<file path="src/rtl/rcu_pkg.sv">
package rcu_pkg;

  typedef enum logic [1:0] {
    PM_RUN     = 2'b00,
    PM_SHALLOW = 2'b01,
    PM_DEEP    = 2'b10,
    PM_RSVD    = 2'b11
  } pmode_e;

  // Bit order of the packed struct fixes the status positions:
  // bit4 wake, bit3 pin, bit2 clock loss, bit1 low voltage, bit0 power-on.
  typedef struct packed {
    logic wake;
    logic pin;
    logic loc;
    logic lvd;
    logic por;
  } cause_t;

  localparam int CAUSE_W = $bits(cause_t);

  localparam cause_t CAUSE_AFTER_POR = '{wake: 1'b0, pin: 1'b0, loc: 1'b0,
                                         lvd: 1'b1, por: 1'b1};

  function automatic logic is_low_power(input pmode_e m);
    return (m == PM_SHALLOW) || (m == PM_DEEP);
  endfunction

endpackage

</file>
<file path="src/rtl/rcu_cause_decode.sv">
module rcu_cause_decode
  import rcu_pkg::*;
#(
  parameter int N_SRC = 23
) (
  input  logic             clkmon_en_i,
  input  logic             clk_lost_i,
  input  logic             lvd_rst_en_i,
  input  logic             lvd_low_i,
  input  logic             pin_rst_i,
  input  logic [1:0]       pmode_i,
  input  logic [N_SRC-1:0] wake_src_i,
  input  logic [N_SRC-1:0] wake_en_i,
  output cause_t           now_cause_o,
  output logic             any_cause_o,
  output logic [N_SRC-1:0] flag_set_o,
  output logic             resume_req_o
);

  pmode_e           mode;
  logic             deep;
  logic             shallow;
  logic             low_pwr;
  logic [N_SRC-1:0] hit;
  logic             any_hit;
  logic             deep_wake;

  assign mode    = pmode_e'(pmode_i);
  assign deep    = (mode == PM_DEEP);
  assign shallow = (mode == PM_SHALLOW);
  assign low_pwr = is_low_power(mode);

  // Per-source qualification: an event counts only when its enable is set
  // and the system sits in one of the retention modes.
  for (genvar i = 0; i < N_SRC; i++) begin : g_src
    assign hit[i]        = wake_src_i[i] & wake_en_i[i];
    assign flag_set_o[i] = hit[i] & low_pwr;
  end

  assign any_hit   = |hit;
  assign deep_wake = deep & any_hit;

  always_comb begin
    now_cause_o      = '0;
    now_cause_o.loc  = clkmon_en_i & clk_lost_i;
    now_cause_o.lvd  = lvd_rst_en_i & lvd_low_i;
    now_cause_o.pin  = pin_rst_i;
    now_cause_o.wake = deep_wake | (low_pwr & pin_rst_i);
  end

  assign any_cause_o  = now_cause_o.loc | now_cause_o.lvd |
                        now_cause_o.pin | deep_wake;
  assign resume_req_o = shallow & any_hit & ~any_cause_o;

endmodule

</file>
<file path="src/rtl/rcu_rst_stretch.sv">
module rcu_rst_stretch #(
  parameter int STRETCH = 8
) (
  input  logic clk,
  input  logic rst_i,
  input  logic any_cause_i,
  output logic sys_rst_o
);

  localparam int CNT_W = $clog2(STRETCH + 1);
  localparam logic [CNT_W-1:0] LAST = CNT_W'(STRETCH - 1);

  logic [CNT_W-1:0] quiet_cnt;

  // The counter measures cause-free cycles inside a flow; any cause,
  // including power-on, restarts the measurement.
  always_ff @(posedge clk) begin
    if (rst_i) begin
      sys_rst_o <= 1'b1;
      quiet_cnt <= '0;
    end else if (any_cause_i) begin
      sys_rst_o <= 1'b1;
      quiet_cnt <= '0;
    end else if (sys_rst_o) begin
      if (quiet_cnt == LAST) begin
        sys_rst_o <= 1'b0;
        quiet_cnt <= '0;
      end else begin
        quiet_cnt <= quiet_cnt + 1'b1;
      end
    end
  end

endmodule

</file>
<file path="src/rtl/rcu_cause_reg.sv">
module rcu_cause_reg
  import rcu_pkg::*;
(
  input  logic   clk,
  input  logic   rst_i,
  input  cause_t now_cause_i,
  input  logic   any_cause_i,
  input  logic   in_flow_i,
  output cause_t cause_o
);

  always_ff @(posedge clk) begin
    if (rst_i) begin
      cause_o <= CAUSE_AFTER_POR;
    end else if (any_cause_i) begin
      if (in_flow_i) begin
        cause_o <= cause_o | now_cause_i;
      end else begin
        cause_o <= now_cause_i;
      end
    end
  end

endmodule

</file>
<file path="src/rtl/rcu_wake_flags.sv">
module rcu_wake_flags
  import rcu_pkg::*;
#(
  parameter int N_SRC = 23
) (
  input  logic             clk,
  input  logic             rst_i,
  input  logic [1:0]       pmode_i,
  input  logic [N_SRC-1:0] flag_set_i,
  input  logic             resume_req_i,
  input  logic             sw_wr_i,
  input  logic [N_SRC-1:0] sw_wdata_i,
  output logic [N_SRC-1:0] flags_o,
  output logic             resume_o
);

  logic lp_prev;
  logic lp_now;
  logic entry;

  assign lp_now = is_low_power(pmode_e'(pmode_i));
  assign entry  = lp_now & ~lp_prev;

  always_ff @(posedge clk) begin
    if (rst_i) begin
      lp_prev  <= 1'b0;
      resume_o <= 1'b0;
    end else begin
      lp_prev  <= lp_now;
      resume_o <= resume_req_i;
    end
  end

  // One storage bit per source; a new event always wins over a clear.
  for (genvar i = 0; i < N_SRC; i++) begin : g_flag
    always_ff @(posedge clk) begin
      if (rst_i) begin
        flags_o[i] <= 1'b0;
      end else if (entry || (sw_wr_i && sw_wdata_i[i])) begin
        flags_o[i] <= flag_set_i[i];
      end else if (flag_set_i[i]) begin
        flags_o[i] <= 1'b1;
      end
    end
  end

endmodule

</file>
<file path="src/rtl/reset_cause_unit.sv">
module reset_cause_unit
  import rcu_pkg::*;
#(
  parameter int N_PIN    = 16,
  parameter int N_PERIPH = 7,
  parameter int STRETCH  = 8,
  localparam int N_SRC   = N_PIN + N_PERIPH
) (
  input  logic             clk,
  input  logic             rst_i,
  input  logic             clkmon_en_i,
  input  logic             clk_lost_i,
  input  logic             lvd_rst_en_i,
  input  logic             lvd_low_i,
  input  logic             pin_rst_i,
  input  logic [1:0]       pmode_i,
  input  logic [N_SRC-1:0] wake_src_i,
  input  logic [N_SRC-1:0] wake_en_i,
  input  logic             sw_wr_i,
  input  logic [N_SRC-1:0] sw_wdata_i,
  output logic             sys_rst_o,
  output logic [4:0]       cause_o,
  output logic [N_SRC-1:0] wake_flags_o,
  output logic             wake_resume_o
);

  cause_t           now_cause;
  cause_t           cause_q;
  logic             any_cause;
  logic [N_SRC-1:0] flag_set;
  logic             resume_req;
  logic             rst_q;

  rcu_cause_decode #(.N_SRC(N_SRC)) u_decode (
    .clkmon_en_i  (clkmon_en_i),
    .clk_lost_i   (clk_lost_i),
    .lvd_rst_en_i (lvd_rst_en_i),
    .lvd_low_i    (lvd_low_i),
    .pin_rst_i    (pin_rst_i),
    .pmode_i      (pmode_i),
    .wake_src_i   (wake_src_i),
    .wake_en_i    (wake_en_i),
    .now_cause_o  (now_cause),
    .any_cause_o  (any_cause),
    .flag_set_o   (flag_set),
    .resume_req_o (resume_req)
  );

  rcu_rst_stretch #(.STRETCH(STRETCH)) u_stretch (
    .clk         (clk),
    .rst_i       (rst_i),
    .any_cause_i (any_cause),
    .sys_rst_o   (rst_q)
  );

  rcu_cause_reg u_cause (
    .clk         (clk),
    .rst_i       (rst_i),
    .now_cause_i (now_cause),
    .any_cause_i (any_cause),
    .in_flow_i   (rst_q),
    .cause_o     (cause_q)
  );

  rcu_wake_flags #(.N_SRC(N_SRC)) u_flags (
    .clk          (clk),
    .rst_i        (rst_i),
    .pmode_i      (pmode_i),
    .flag_set_i   (flag_set),
    .resume_req_i (resume_req),
    .sw_wr_i      (sw_wr_i),
    .sw_wdata_i   (sw_wdata_i),
    .flags_o      (wake_flags_o),
    .resume_o     (wake_resume_o)
  );

  assign sys_rst_o = rst_q;
  assign cause_o   = cause_q;

endmodule

</file>
<file path="config.mk">
export PLATFORM = sky130hd
export DESIGN_NAME = reset_cause_unit
export DESIGN_NICKNAME = d
export VERILOG_FILES = /design/src/rtl/rcu_pkg.sv /design/src/rtl/rcu_cause_decode.sv /design/src/rtl/rcu_rst_stretch.sv /design/src/rtl/rcu_cause_reg.sv /design/src/rtl/rcu_wake_flags.sv /design/src/rtl/reset_cause_unit.sv
export SDC_FILE = /design/constraint.sdc
export NUM_CORES = 1
export LEC_CHECK = 0
export BUFFER_PORTS_ARGS = -buffer_cell sky130_fd_sc_hd__clkbuf_2
export CAP_MARGIN = 40
export CORE_ASPECT_RATIO = 1.25
export CORE_MARGIN = 2
export CORE_UTILIZATION = 43
export DETAILED_ROUTE_END_ITERATION = 10
export PLACE_DENSITY = 0.77
export SETUP_SLACK_MARGIN = 0.3
export SLEW_MARGIN = 10
export SYNTH_ARGS = -nofsm -noshare
export SYNTH_HDL_FRONTEND = slang
export SYNTH_HIERARCHICAL = 1
export SYNTH_SLANG_ARGS = --single-unit
</file>
<file path="constraint.sdc">
create_clock -name clk -period 2.4 [get_ports clk]
set_input_delay 0.36 -clock clk [delete_from_list [all_inputs] [get_ports clk]]
set_output_delay 0.36 -clock clk [all_outputs]
set_load 0.03 [all_outputs]
</file>
==> impl_metrics.json <==
{
  "drc": 0,
  "n_antenna_cell": 0,
  "synth_edf_count": 0,
  "cp-end-kind": "flop",
  "comb_power_share": 0.224,
  "ff2ff_path_depth": 2,
  "initial_core_util": 0.4446,
  "maxCapViolCount": 0,
  "dpl.hpwl_um": 3638,
  "p_switching_uw": 392.0,
  "h-tree-depth": 2,
  "cts_tree": "done",
  "clock_path_buffers": 2,
  "antenna_found_initial": 0,
  "die_h_um": 76.50,
  "min_path_cells": 4,
  "reg2reg_slack_ps": 1210,
  "seqPwrFrac": 0.470,
  "nFillCells": 410,
  "yosysWarnings": 6,
  "grt_max_degree": 25,
  "grtUsageMet3": 0.06112,
  "dp_slack_ps": 232.4,
  "post_cts_buffers": 0,
  "clock_skew_ps": 2.664,
  "critPathMaxStageDelay_ps": 400,
  "slew_headroom": 0.5823,
  "grt_overflow": 0,
  "yosysUniqueCellTypes": 38,
  "cp_top_family": "simple AND/OR/NAND/NOR gates",
  "clock_latency_ps": 280,
  "fin_crit_ps": 1906,
  "final.period_utilization": 0.7940,
  "synth_ff_type": "dfxtp_1",
  "busiest_layer": "met2",
  "finalWirelength_um": 4677,
  "path_class": "in -> reg",
  "ios": 109,
  "syn_inst": 244,
  "internal_power_uw": 930.1,
  "worst_slack_ps": 494.5,
  "finalHoldViolCount": 0,
  "worstPathMaxFanout": 11,
  "die_area_mm2": 0.004742,
  "cts.sinks": 35,
  "worstHoldStart": "sw_wdata_i[12]",
  "nets": 432,
  "startpoint_type": "primary input",
  "gp_congestion": 0.8363,
  "cts_inserted_buffers": 5,
  "synthArstFlopShare": 0,
  "cp.required_ps": 2580,
  "avgSynthCellArea_um2": 7.410,
  "r2r_start": "u_flags/lp_prev",
  "synth_nets": 326,
  "ys_seq_elements": 35,
  "core_area_mm2": 0.004066,
  "grt_util_met2": 0.3510,
  "post_cts_resized": 0,
  "wl_per_cell_um": 11.49,
  "synth-seq-area-share": 0.3875,
  "swShare": 0.2965,
  "cp.arrival_ps": 2080,
  "status": "finished clean",
  "p_leak_uw": 0.001192,
  "drt_iter0_drc": 90,
  "clkTransAtPathRegs_ps": 70,
  "p_per_area_mw_per_mm2": 540.5,
  "use_met1": 0.2413,
  "rr_endpoint": "u_flags/flags_o[20]",
  "final_max_slew_viol_count": 0,
  "ant_nets": 0,
  "peakVddDrop_v": 0.0003153,
  "clock.fmax_mhz": 524.8,
  "slowest_stage": "or2_2",
  "hold_buffers": 0,
  "die_x_um": 62.00,
  "hold_class": "in -> reg",
  "area_growth_pct": 35.29,
  "setup_tns_ps": 0,
  "via_per_inst": 4.828,
  "track_usage": 0.2092,
  "rows": 26,
  "grt_first_pass_wirelength_um": 7679,
  "drive_above_1_share": 0.3561,
  "drt_pass1_iterations": 5,
  "portBuffers": 108,
  "min_to": "u_flags/flags_o[12]",
  "clockPowerShare": 0.305,
  "first_global_vias": 1839,
  "syn-cell-area_mm2": 0.001808,
  "worstPathCellList": "clkbuf_2 -> a222oi_1 -> nand4_1 -> o31ai_2 -> nand2_1 -> or2_2 -> a21o_1",
  "route.vias.total": 1965,
  "setup_violations": 0,
  "tightest_slew_ps": 624.9,
  "cts-root-buf": "clkbuf_8",
  "rsz0062_at_grt": "false",
  "crit_buf_inv": 1
}
[cell type report]
class                           instances  area, um^2  share of cell area
Timing Repair Buffer                  110       555.5              0.2271
Tap cell                               56       70.07             0.02864
Clock buffer                            7       76.32             0.03120
Clock inverter                          1       5.005            0.002046
Multi-Input combinational cell        172       940.9              0.3847
Sequential cell                        35       700.7              0.2864
Inverter                               26       97.59             0.03990
[registers in the layout, indices dropped and copies added, names as in the netlist]
name	flops
u_stretch/sys_rst_o	1
u_flags/lp_prev	1
u_stretch/quiet_cnt	4
u_cause/cause_o	5
u_flags/resume_o	1
u_flags/flags_o	23
[worst max-delay path by stage]
stage / slack (ps) / to / from / cells past startpoint
floorplan: 550 / u_stretch/sys_rst_o / wake_src_i[16] / 6
global placement: 300 / u_stretch/sys_rst_o / wake_src_i[16] / 7
detailed placement: 230 / u_stretch/sys_rst_o / wake_src_i[16] / 7
CTS: 520 / u_stretch/sys_rst_o / wake_src_i[16] / 7
global route: 360 / u_stretch/sys_rst_o / wake_src_i[16] / 7
finish: 490 / u_stretch/sys_rst_o / wake_src_i[16] / 7
[synthesized netlist by cell type, types with 2 or more instances]
library cell,instances,share of area
a221o_1,2,0.011
a22oi_1,9,0.037
and2_1,2,0.0069
buf_2,4,0.011
buf_4,2,0.0083
buf_6,2,0.012
clkbuf_1,3,0.0062
dfxtp_1,35,0.39
ha_1,3,0.021
inv_1,26,0.054
nand2_1,73,0.15
nand2b_1,5,0.017
nand3b_1,2,0.0083
nand4_1,3,0.010
nor2_1,25,0.052
nor3_1,2,0.0055
o22ai_1,24,0.083
o22ai_2,2,0.014
[power groups by stage]
stage | Clock (uW) | Combinational, uW | Sequential (uW)
6_report | 404 | 296 | 622
2_1_floorplan | 0 | 129 | 684
5_1_grt | 445 | 329 | 625
3_3_place_gp | 0 | 293 | 635
4_1_cts | 417 | 298 | 622
3_5_place_dp | 0 | 298 | 635
[worst register-to-register path, stage by stage, from the launching register on]
cell,delay (ps)
dfxtp_1,330
o21bai_4,520
o22ai_1,190
[cell usage in the layout (no fill, tap or decap), types with 2 or more instances in the layout]
cell type    n
o22ai_1     24
nand2b_1     5
a22oi_1      9
and2_1       2
a221o_1      2
clkbuf_2   108
nand4_1      3
o22ai_2      2
nand3b_1     2
nand2_1     73
dfxtp_1     35
inv_1       26
clkbuf_8     5
nor3_1       2
nor2_1      25
ha_1         3
buf_4        2
clkbuf_1     2
[logic make-up (layout without fill, tap and decap cells)]
kind of cell             after synthesis  after routing  share of synthesized area
buffers and inverters                 37            144                    0.09204
XOR/XNOR                               1              1                   0.008999
AND/OR/NAND/NOR                      120            120                     0.2886
flip-flops                            35             35                     0.3875
AO/OA/AOI/OAI                         45             45                     0.1882
multiplexers                           2              2                    0.01176
other                                  1              1                   0.002074
adder cells (fa/ha/maj)                3              3                    0.02076
[through the flow]
stage	instance area, um^2	total power (uW)	utilization	hold slack, ps	instances
finish	2446	1322	0.6015	345.8	407
global route	2446	1400	0.6015	347.7	407
global placement	2365	927.4	0.5815	442.3	399
detailed placement	2365	932.9	0.5815	450.2	399
floorplan	1808	812.7	-	464.8	244
CTS	2446	1338	0.6015	336.2	407
[layer usage]
layer,share of wire,routed length (um)
met1,0.43,1994
met4,0.015,70
met3,0.070,329
met2,0.49,2282
met5,0,0
Power figures use the tool's default switching activity.
